## config.mk

```make
export PLATFORM = sky130hd
export DESIGN_NAME = dma_fill_mailbox
export DESIGN_NICKNAME = d
export VERILOG_FILES = /design/src/rtl/dfm_pkg.sv /design/src/rtl/dfm_wordbuf.sv /design/src/rtl/dfm_ctrl.sv /design/src/rtl/dma_fill_mailbox.sv
export SDC_FILE = /design/constraint.sdc
export NUM_CORES = 1
export LEC_CHECK = 0
export BUFFER_PORTS_ARGS = -buffer_cell sky130_fd_sc_hd__buf_4
export CAP_MARGIN = 0
export CORE_UTILIZATION = 40
export DETAILED_ROUTE_END_ITERATION = 8
export PLACE_DENSITY_LB_ADDON = 0.15
export SLEW_MARGIN = 15
export SYNTH_ARGS = -nofsm -noshare
export SYNTH_HDL_FRONTEND = slang
export SYNTH_SLANG_ARGS = --single-unit
```

## constraint.sdc

```tcl
create_clock -name clk -period 7.6 [get_ports clk]
set_input_delay 1.14 -clock clk [delete_from_list [all_inputs] [get_ports clk]]
set_output_delay 1.14 -clock clk [all_outputs]
set_load 0.05 [all_outputs]
```

## src/rtl/dfm_pkg.sv

```systemverilog
package dfm_pkg;
    typedef enum logic [0:0] {
        ST_IDLE = 1'b0,
        ST_XFER = 1'b1
    } dfm_state_e;
endpackage

```

## src/rtl/dfm_wordbuf.sv

```systemverilog
module dfm_wordbuf #(
    parameter int DATA_W = 16,
    parameter int DEPTH  = 9,
    parameter int CNT_W  = 5
) (
    input  logic              clk,
    input  logic              rst_n,
    input  logic              we,
    input  logic [CNT_W-1:0]  wr_idx,
    input  logic              clr_hi,
    input  logic [DATA_W-1:0] wdata,
    input  logic [CNT_W-1:0]  rd_idx,
    output logic [DATA_W-1:0] rd_data
);
    localparam int HALF = DATA_W / 2;

    logic [DATA_W-1:0] words [DEPTH];
    logic [DATA_W-1:0] wr_word;

    assign wr_word = clr_hi ? {{HALF{1'b0}}, wdata[HALF-1:0]} : wdata;

    for (genvar g = 0; g < DEPTH; g++) begin : g_word
        always_ff @(posedge clk) begin
            if (!rst_n)
                words[g] <= '0;
            else if (we && wr_idx == CNT_W'(g))
                words[g] <= wr_word;
        end
    end

    always_comb begin
        rd_data = '0;
        for (int i = 0; i < DEPTH; i++)
            if (rd_idx == CNT_W'(i))
                rd_data = words[i];
    end

    AST_IDX_IN_RANGE: assert property (@(posedge clk) disable iff (!rst_n)
        we |-> wr_idx < CNT_W'(DEPTH));
endmodule

```

## src/rtl/dfm_ctrl.sv

```systemverilog
module dfm_ctrl
    import dfm_pkg::*;
#(
    parameter int DATA_W = 16,
    parameter int DEPTH  = 9,
    parameter int CNT_W  = 5
) (
    input  logic              clk,
    input  logic              rst_n,
    input  logic              cnt_wr,
    input  logic [DATA_W-1:0] cnt_bytes,
    input  logic              ctl_wr,
    input  logic              ctl_mask,
    input  logic              ctl_clr,
    input  logic              dma_wr,
    input  logic              dma_ack_n,
    output logic              busy,
    output logic              irq,
    output logic              mask,
    output logic [CNT_W-1:0]  rem,
    output logic [CNT_W-1:0]  total,
    output logic              buf_we,
    output logic [CNT_W-1:0]  buf_idx,
    output logic              buf_clr_hi
);
    localparam int MAX_BYTES = 2 * DEPTH;

    dfm_state_e state_q, state_d;
    logic [CNT_W-1:0] rem_q, total_q, words;
    logic odd_q, mask_q, irq_q;
    logic start, accept, finish;

    assign words  = CNT_W'((cnt_bytes + DATA_W'(1)) >> 1);
    assign start  = cnt_wr && state_q == ST_IDLE && cnt_bytes != '0
                    && cnt_bytes <= DATA_W'(MAX_BYTES);
    assign accept = state_q == ST_XFER && dma_wr && !dma_ack_n;
    assign finish = accept && rem_q == CNT_W'(1);

    always_comb begin
        state_d = state_q;
        unique case (state_q)
            ST_IDLE: if (start)  state_d = ST_XFER;
            ST_XFER: if (finish) state_d = ST_IDLE;
            default: state_d = ST_IDLE;
        endcase
    end

    always_ff @(posedge clk) begin
        if (!rst_n) state_q <= ST_IDLE;
        else        state_q <= state_d;
    end

    always_ff @(posedge clk) begin
        if (!rst_n) begin
            rem_q   <= '0;
            total_q <= '0;
            odd_q   <= 1'b0;
            mask_q  <= 1'b0;
            irq_q   <= 1'b0;
        end else begin
            if (start) begin
                rem_q   <= words;
                total_q <= words;
                odd_q   <= cnt_bytes[0];
            end else if (accept) begin
                rem_q   <= rem_q - CNT_W'(1);
            end
            if (ctl_wr)
                mask_q <= ctl_mask;
            if (finish && !mask_q)
                irq_q <= 1'b1;
            else if (start || (ctl_wr && ctl_clr))
                irq_q <= 1'b0;
        end
    end

    always_comb begin
        busy       = state_q == ST_XFER;
        irq        = irq_q;
        mask       = mask_q;
        rem        = rem_q;
        total      = total_q;
        buf_we     = accept;
        buf_idx    = total_q - rem_q;
        buf_clr_hi = finish && odd_q;
    end

    AST_START_RAISES: assert property (@(posedge clk) disable iff (!rst_n)
        start |=> busy && rem_q != '0);
    AST_REM_STEP: assert property (@(posedge clk) disable iff (!rst_n)
        (accept && !finish) |=> rem_q == $past(rem_q) - CNT_W'(1));
    AST_REM_BOUND: assert property (@(posedge clk) disable iff (!rst_n)
        rem_q <= total_q);
    AST_DONE_DROPS: assert property (@(posedge clk) disable iff (!rst_n)
        finish |=> !busy && rem_q == '0);
    AST_IRQ_ON_DONE: assert property (@(posedge clk) disable iff (!rst_n)
        (finish && !mask_q) |=> irq_q);
    AST_NO_IRQ_MASKED: assert property (@(posedge clk) disable iff (!rst_n)
        (finish && mask_q) |=> !irq_q);
    AST_ZERO_IGNORED: assert property (@(posedge clk) disable iff (!rst_n)
        (!busy && cnt_wr && cnt_bytes == '0) |=> !busy);
    AST_BUSY_WRITE_IGNORED: assert property (@(posedge clk) disable iff (!rst_n)
        (busy && cnt_wr && !accept) |=> $stable(rem_q) && $stable(total_q));
    AST_IDLE_DMA_DISCARDED: assert property (@(posedge clk) disable iff (!rst_n)
        (!busy && !cnt_wr) |=> $stable(rem_q));
endmodule

```

## src/rtl/dma_fill_mailbox.sv

```systemverilog
module dma_fill_mailbox #(
    parameter int DATA_W = 16,
    parameter int DEPTH  = 9,
    parameter int CNT_W  = 5,
    parameter int AW     = 4
) (
    input  logic              clk,
    input  logic              rst_n,
    input  logic              cpu_wr,
    input  logic [AW-1:0]     cpu_addr,
    input  logic [DATA_W-1:0] cpu_wdata,
    output logic [DATA_W-1:0] cpu_rdata,
    output logic              dma_req,
    input  logic              dma_ack_n,
    input  logic              dma_wr,
    input  logic [DATA_W-1:0] dma_wdata,
    output logic              irq
);
    localparam int ADDR_CNT = DEPTH;
    localparam int ADDR_CTL = DEPTH + 1;

    logic busy, mask, buf_we, buf_clr_hi;
    logic [CNT_W-1:0] rem, total, buf_idx;
    logic [DATA_W-1:0] buf_rd;
    logic cnt_wr, ctl_wr;

    assign cnt_wr = cpu_wr && cpu_addr == AW'(ADDR_CNT);
    assign ctl_wr = cpu_wr && cpu_addr == AW'(ADDR_CTL);

    dfm_ctrl #(.DATA_W(DATA_W), .DEPTH(DEPTH), .CNT_W(CNT_W)) ctrl_i (
        .clk        (clk),
        .rst_n      (rst_n),
        .cnt_wr     (cnt_wr),
        .cnt_bytes  (cpu_wdata),
        .ctl_wr     (ctl_wr),
        .ctl_mask   (cpu_wdata[0]),
        .ctl_clr    (cpu_wdata[1]),
        .dma_wr     (dma_wr),
        .dma_ack_n  (dma_ack_n),
        .busy       (busy),
        .irq        (irq),
        .mask       (mask),
        .rem        (rem),
        .total      (total),
        .buf_we     (buf_we),
        .buf_idx    (buf_idx),
        .buf_clr_hi (buf_clr_hi)
    );

    dfm_wordbuf #(.DATA_W(DATA_W), .DEPTH(DEPTH), .CNT_W(CNT_W)) buf_i (
        .clk     (clk),
        .rst_n   (rst_n),
        .we      (buf_we),
        .wr_idx  (buf_idx),
        .clr_hi  (buf_clr_hi),
        .wdata   (dma_wdata),
        .rd_idx  (CNT_W'(cpu_addr)),
        .rd_data (buf_rd)
    );

    assign dma_req = busy;

    always_comb begin
        cpu_rdata = '0;
        if (cpu_addr < AW'(DEPTH)) begin
            cpu_rdata = buf_rd;
        end else if (cpu_addr == AW'(ADDR_CNT)) begin
            cpu_rdata[CNT_W-1:0] = rem;
            cpu_rdata[8 +: CNT_W] = total;
        end else if (cpu_addr == AW'(ADDR_CTL)) begin
            cpu_rdata[2:0] = {busy, irq, mask};
        end
    end

    AST_RESET_QUIET: assert property (@(posedge clk)
        !rst_n |=> !dma_req && !irq);
endmodule

```

==> metrics.yaml, run 1 <==
status: "finished clean"
hp-start: "ctrl_i.total[3]"
place_area_mm2: 0.00858
maxSlewViolCount: 0
n_fill_cell: 1772
cp_max_fo: 40
cts-resized-gates: 0
p_int_uw: 1550
relSlewSlack_pct: 31.8
clock_tree.htree_level_count: 4
swShare_pct: 24.1
synth-seq-cells: 158
vias_per_cell: 5.92
crit_slowest_cell: "nor2b_1"
cp-end-kind: "output pin"
ctsHoldBuffers: 0
maxCapViolCount: 0
p_leak_uw: 0.00327
multi_input_area_mm2: 0.00308
pwr-share-comb_pct: 9.0
cts_tree: "yes"
final_cells: 1050
n_antenna_cell: 0
synthArstFlopShare_pct: 0
ant_nets: 0
hpwl_um: 17500
rsz0062_at_grt: "false"
netlist_instances: 743
clockRootBuffer: "clkbuf_16"
grt_max_degree: 54
first_pass_iters: 5
synth_area_leaders: "edfxtp_1 (54%), nand2_1 (4.2%), nor2_1 (4.2%)"
syn2layout_area_growth_pct: 15.5
synth_fp_nets: 794
vias: 6213
clkTransAtPathRegs_ps: 60
grt_overflow: 0
synthesis.area_mm2: 0.00795
fp.dieH_um: 143
finalCritPeriodShare_pct: 63.9
synthFlopType: "edfxtp_1"
fin_crit_ps: 4860
top_usage_layer: "met2"
crit_top_cell: "buf_4"
antenna_found_initial: 0
worstMarginPinSlew_ps: 1020
synth.distinct_cells: 59
worstSetupPathType: "in2out"
hp-class: "reg2reg"
gr-usage-met1_pct: 37.2
crit_buf_inv: 2
die_w_um: 143
max_stage_delay_ps: 720
use_met2_pct: 39.4
synth_top_area_share_pct: 54.4
seqPwrFrac_pct: 48.2
finalSetupViolations: 0
io_buffers: 58
initial_core_util_pct: 40.8
track_usage_pct: 25.7
clock-sinks: 158
mostFrequentLayoutCells: "edfxtp_1 (144), nand2_1 (89), nor2_1 (87)"
timing.fmax_mhz: 206
critPathTopFamily: "compound AO/OA/AOI/OAI gates"
vdd_drop_max_mv: 0.166
fin_skew_ps: 5.66
seq_area_mm2: 0.00460
final_layout_size_suffix_gt1_share_pct: 15.2
final_core_util_pct: 47.2
rows: 51
grt_pass1_vias: 5968
avgSynthCellArea_um2: 10.7
grtUsageMet3_pct: 4.66
power_density_mw_per_mm2: 222
grt_pass1_wl_um: 37600
arrival_ps: 3720
dieArea_mm2: 0.0204
p_switching_uw: 492
design.core.area_mm2: 0.0195
post_cts_buffers: 0
clockBufferDepth: 2
first_iter_violations: 806
clk_latency_ps: 420
timing.rr.start: "ctrl_i.rem[0]"
final_common_cell: "edfxtp_1"
ys_seq_area_share_pct: 58.0
cp.required_ps: 6460
fin_nets: 824
rrSetupSlack_ps: 3660
place_congestion: 0.907
hold_viol: 0
io_pins: 59
numCtsBuffers: 17
wl_per_cell_um: 23.9
dp.cells: 1019
yosys.area.top_type: "edfxtp_1"
crit_path_start: "cpu_addr[1]"
fin_tns_setup_ps: 0
clkPwrFrac_pct: 42.7
synth_edf_count: 144
worstPathCellList: "buf_4, nor2b_1, a221oi_1, o31a_1, a2111oi_0, buf_4"
drc: 0
finalWirelength_um: 25100
start_kind: "input port"
final_cell_area_mm2: 0.00918
yosysWarningCount: 0
## stage by stage
stage | total power [uW] | setup slack [ps] | hold WS, ps
after floorplan | 1100 | 1990 | 443
after global placement | 1180 | 2750 | 500
after detailed placement | 1180 | 2770 | 501
after CTS | 2040 | 2770 | 511
after global routing | 2090 | 2610 | 528
final | 2040 | 2740 | 500
## power by group through the flow
stage	sequential [uW]	clock, uW	combinational (uW)
floorplan	995	0	108
global placement	1000	0	180
detailed placement	1000	0	182
CTS	983	875	182
global route	985	910	195
finish	983	871	184
## registers in the layout (all words and copies together), names as in the netlist
| register | count |
|---|---|
| buf_i.words | 144 |
| ctrl_i.busy | 1 |
| ctrl_i.irq | 1 |
| ctrl_i.mask | 1 |
| ctrl_i.odd_q | 1 |
| ctrl_i.rem | 5 |
| ctrl_i.total | 5 |
## area by class of cell
class | count | area share (%)
Clock inverter | 13 | 1.83
Tap cell | 265 | 3.61
Inverter | 18 | 0.736
Timing Repair Buffer | 67 | 5.48
Sequential cell | 158 | 50.2
Multi-Input combinational cell | 511 | 33.5
Clock buffer | 18 | 4.68
## path summary, 6_finish.rpt
check | depth (start not counted) | end
max | 6 | cpu_rdata[5]
min | 2 | ctrl_i.total[3]
max reg2reg | 9 | buf_i.words[5][4]
min reg2reg | 2 | ctrl_i.total[3]
## cells in the mapped netlist, types with 3 or more instances
master     instances
a2111oi_0          4
a21boi_0           8
a21o_1             4
a21oi_1           26
a221o_1            3
a221oi_1          10
a22oi_1            7
a31oi_1            7
and2_1             3
and3_1            18
buf_1              6
buf_2             15
clkbuf_1          32
dfxtp_1           14
edfxtp_1         144
ha_1               9
inv_1             17
mux2_2             6
mux2i_1           15
mux4_2             4
nand2_1           89
nand2b_1          12
nand3_1            9
nand3b_1           3
nor2_1            88
nor2b_1           12
nor3_1            61
nor4_1            19
o211ai_1           3
o21ai_0           20
o221ai_1           5
o22a_1             6
o22ai_1           10
o31a_1             6
o32ai_1            3
or2_2              4
or3_1              5
or4_1              3
xnor2_1            6
xor2_1             3
## worst register-to-register path, delay by kind of cell, from the launching register on
kind / cells / cell delay [ps]
DFF: 1 / 420
and+or+nand+nor: 4 / 2080
AOI/OAI and AO/OA: 1 / 80
buffers and inverters: 2 / 350
adders and majority gates: 2 / 630
## per-layer routing
layer  wire, um  up-vias
met5          0        -
met4        265        0
met3       1980       23
met2      11600      273
met1      11200     3085
li1           -     2832
## kinds of logic after synthesis
group	after synthesis	share of synthesized area (%)
flip-flops	158	58.0
adder cells (fa/ha/maj)	10	1.67
AO/OA/AOI/OAI	133	11.7
multiplexers	25	3.87
AND/OR/NAND/NOR	334	19.9
buffers and inverters	74	3.94
XOR/XNOR	9	0.992
No activity file was read; power rests on OpenSTA's default activity.
==> run 2, diff against run 1 <==
==> constraint.sdc (replaced) <==
create_clock -name clk -period 4.5 [get_ports clk]
set_input_delay 0.675 -clock clk [delete_from_list [all_inputs] [get_ports clk]]
set_output_delay 0.675 -clock clk [all_outputs]
set_load 0.05 [all_outputs]
==> metrics.yaml, run 2 (synthesized netlist as in run 1, its figures left out) <==
crit_top_cell: "buf_4"
antenna_found_initial: 0
arrival_ps: 3200
grt_overflow: 0
initial_core_util_pct: 40.8
cp-end-kind: "output pin"
clkPwrFrac_pct: 39.6
fin_skew_ps: 7.06
pwr-share-comb_pct: 9.6
critPathTopFamily: "compound AO/OA/AOI/OAI gates"
dieArea_mm2: 0.0204
p_switching_uw: 826
die_w_um: 143
drc: 0
final_cells: 1062
cp_max_fo: 40
fin_nets: 835
hpwl_um: 17400
start_kind: "input port"
place_congestion: 0.903
crit_buf_inv: 3
worstMarginPinSlew_ps: 999
wl_per_cell_um: 23.4
grt_max_degree: 51
mostFrequentLayoutCells: "edfxtp_1 (144), nand2_1 (89), nor2_1 (88)"
vias_per_cell: 5.97
worstPathCellList: "buf_4, nor2b_1, a221oi_1, o31a_1, a2111oi_0, buf_4, buf_4"
hp-start: "ctrl_i.total[3]"
n_fill_cell: 1805
design.core.area_mm2: 0.0195
clockBufferDepth: 2
io_buffers: 58
final_layout_size_suffix_gt1_share_pct: 15.8
dp_slack_ps: 718
cts_tree: "yes"
clock_tree.htree_level_count: 4
first_pass_iters: 6
rrSetupSlack_ps: 1160
whs_ps: 507
maxCapViolCount: 0
clk_latency_ps: 430
hold_viol: 0
clock-sinks: 158
grt_pass1_vias: 6146
finalWirelength_um: 24900
ctsHoldBuffers: 0
post_cts_buffers: 0
max_stage_delay_ps: 730
fin_crit_ps: 3870
vdd_drop_max_mv: 0.275
grt_pass1_wl_um: 37700
timing.rr.start: "ctrl_i.rem[0]"
seqPwrFrac_pct: 50.8
status: "finished clean"
vias: 6336
ant_nets: 0
cp.required_ps: 3830
p_leak_uw: 0.00328
finalCritPeriodShare_pct: 86.1
final_common_cell: "edfxtp_1"
crit_slowest_cell: "nor2b_1"
p_int_uw: 2440
n_antenna_cell: 0
cts-resized-gates: 0
crit_path_start: "cpu_addr[1]"
io_pins: 59
clkTransAtPathRegs_ps: 60
track_usage_pct: 25.7
largest_reg_flops: 144
finalSetupViolations: 0
max_flop_register: "buf_i.words"
setup_ws_ps: 625
relSlewSlack_pct: 32.5
first_iter_violations: 700
clockRootBuffer: "clkbuf_16"
timing.fmax_mhz: 258
maxSlewViolCount: 0
rsz0062_at_grt: "false"
rows: 51
hp-class: "reg2reg"
dp.cells: 1030
syn2layout_area_growth_pct: 15.5
numCtsBuffers: 17
swShare_pct: 25.3
fp.dieH_um: 143
power_density_mw_per_mm2: 356
worstSetupPathType: "in2out"
-- run 2: changes by cell type in the layout (fill, tap and decap cells not counted) --
cell       before  now
clkinv_1        1    5
nor3_1         60   61
clkinv_4        5    7
inv_6           1    0
nor3_4          1    0
bufinv_16       3    0
nor2_1         87   88
buf_4          67   78
nor2_2          1    0
clkbuf_1        1    0
-- run 2: power by group through the flow --
stage	Sequential [uW]	Clock (uW)	Combinational, uW
2_1_floorplan	1680	0	183
3_3_place_gp	1690	0	304
3_5_place_dp	1690	0	308
4_1_cts	1660	1300	309
5_1_grt	1660	1360	332
6_report	1660	1290	313
-- run 2: area by class of cell --
cell class | instances | area (um^2) | share of cell area (%)
Tap cell | 265 | 332 | 3.61
Clock inverter | 15 | 101 | 1.10
Clock buffer | 17 | 425 | 4.64
Inverter | 18 | 67.6 | 0.736
Multi-Input combinational cell | 511 | 3060 | 33.4
Timing Repair Buffer | 78 | 586 | 6.38
Sequential cell | 158 | 4600 | 50.2
-- run 2: final timing paths --
check	to	depth (start not counted)
max	cpu_rdata[5]	7
min	ctrl_i.total[3]	2
max reg2reg	buf_i.words[5][4]	9
min reg2reg	ctrl_i.total[3]	2
-- run 2: metal layers --
layer  up-vias  wire, um  track usage, %
met5         -         0               0
met4         0       322            7.02
met3        34      2530            6.91
met2       358     11200            38.7
met1      3099     10800            36.3
li1       2845         -               -
-- run 2: per-stage QoR --
stage / total power [uW] / cell area [um^2] / util, % / TNS [ps]
global placement: 1990 / 8650 / 44.4 / 0
finish: 3270 / 9180 / 47.2 / 0
detailed placement: 2000 / 8650 / 44.4 / 0
CTS: 3270 / 9180 / 47.2 / 0
floorplan: 1860 / 7950 / - / -713
global route: 3360 / 9180 / 47.2 / 0
-- run 2: worst register-to-register path, stage by stage, from the launching register on --
cell and delay [ps]:
dfxtp_1 420, ha_1 200, inv_1 50, fa_1 440, nand3_1 110, and3_1 230
o22ai_4 90, or4_1 470, buf_4 230, nand2_1 700
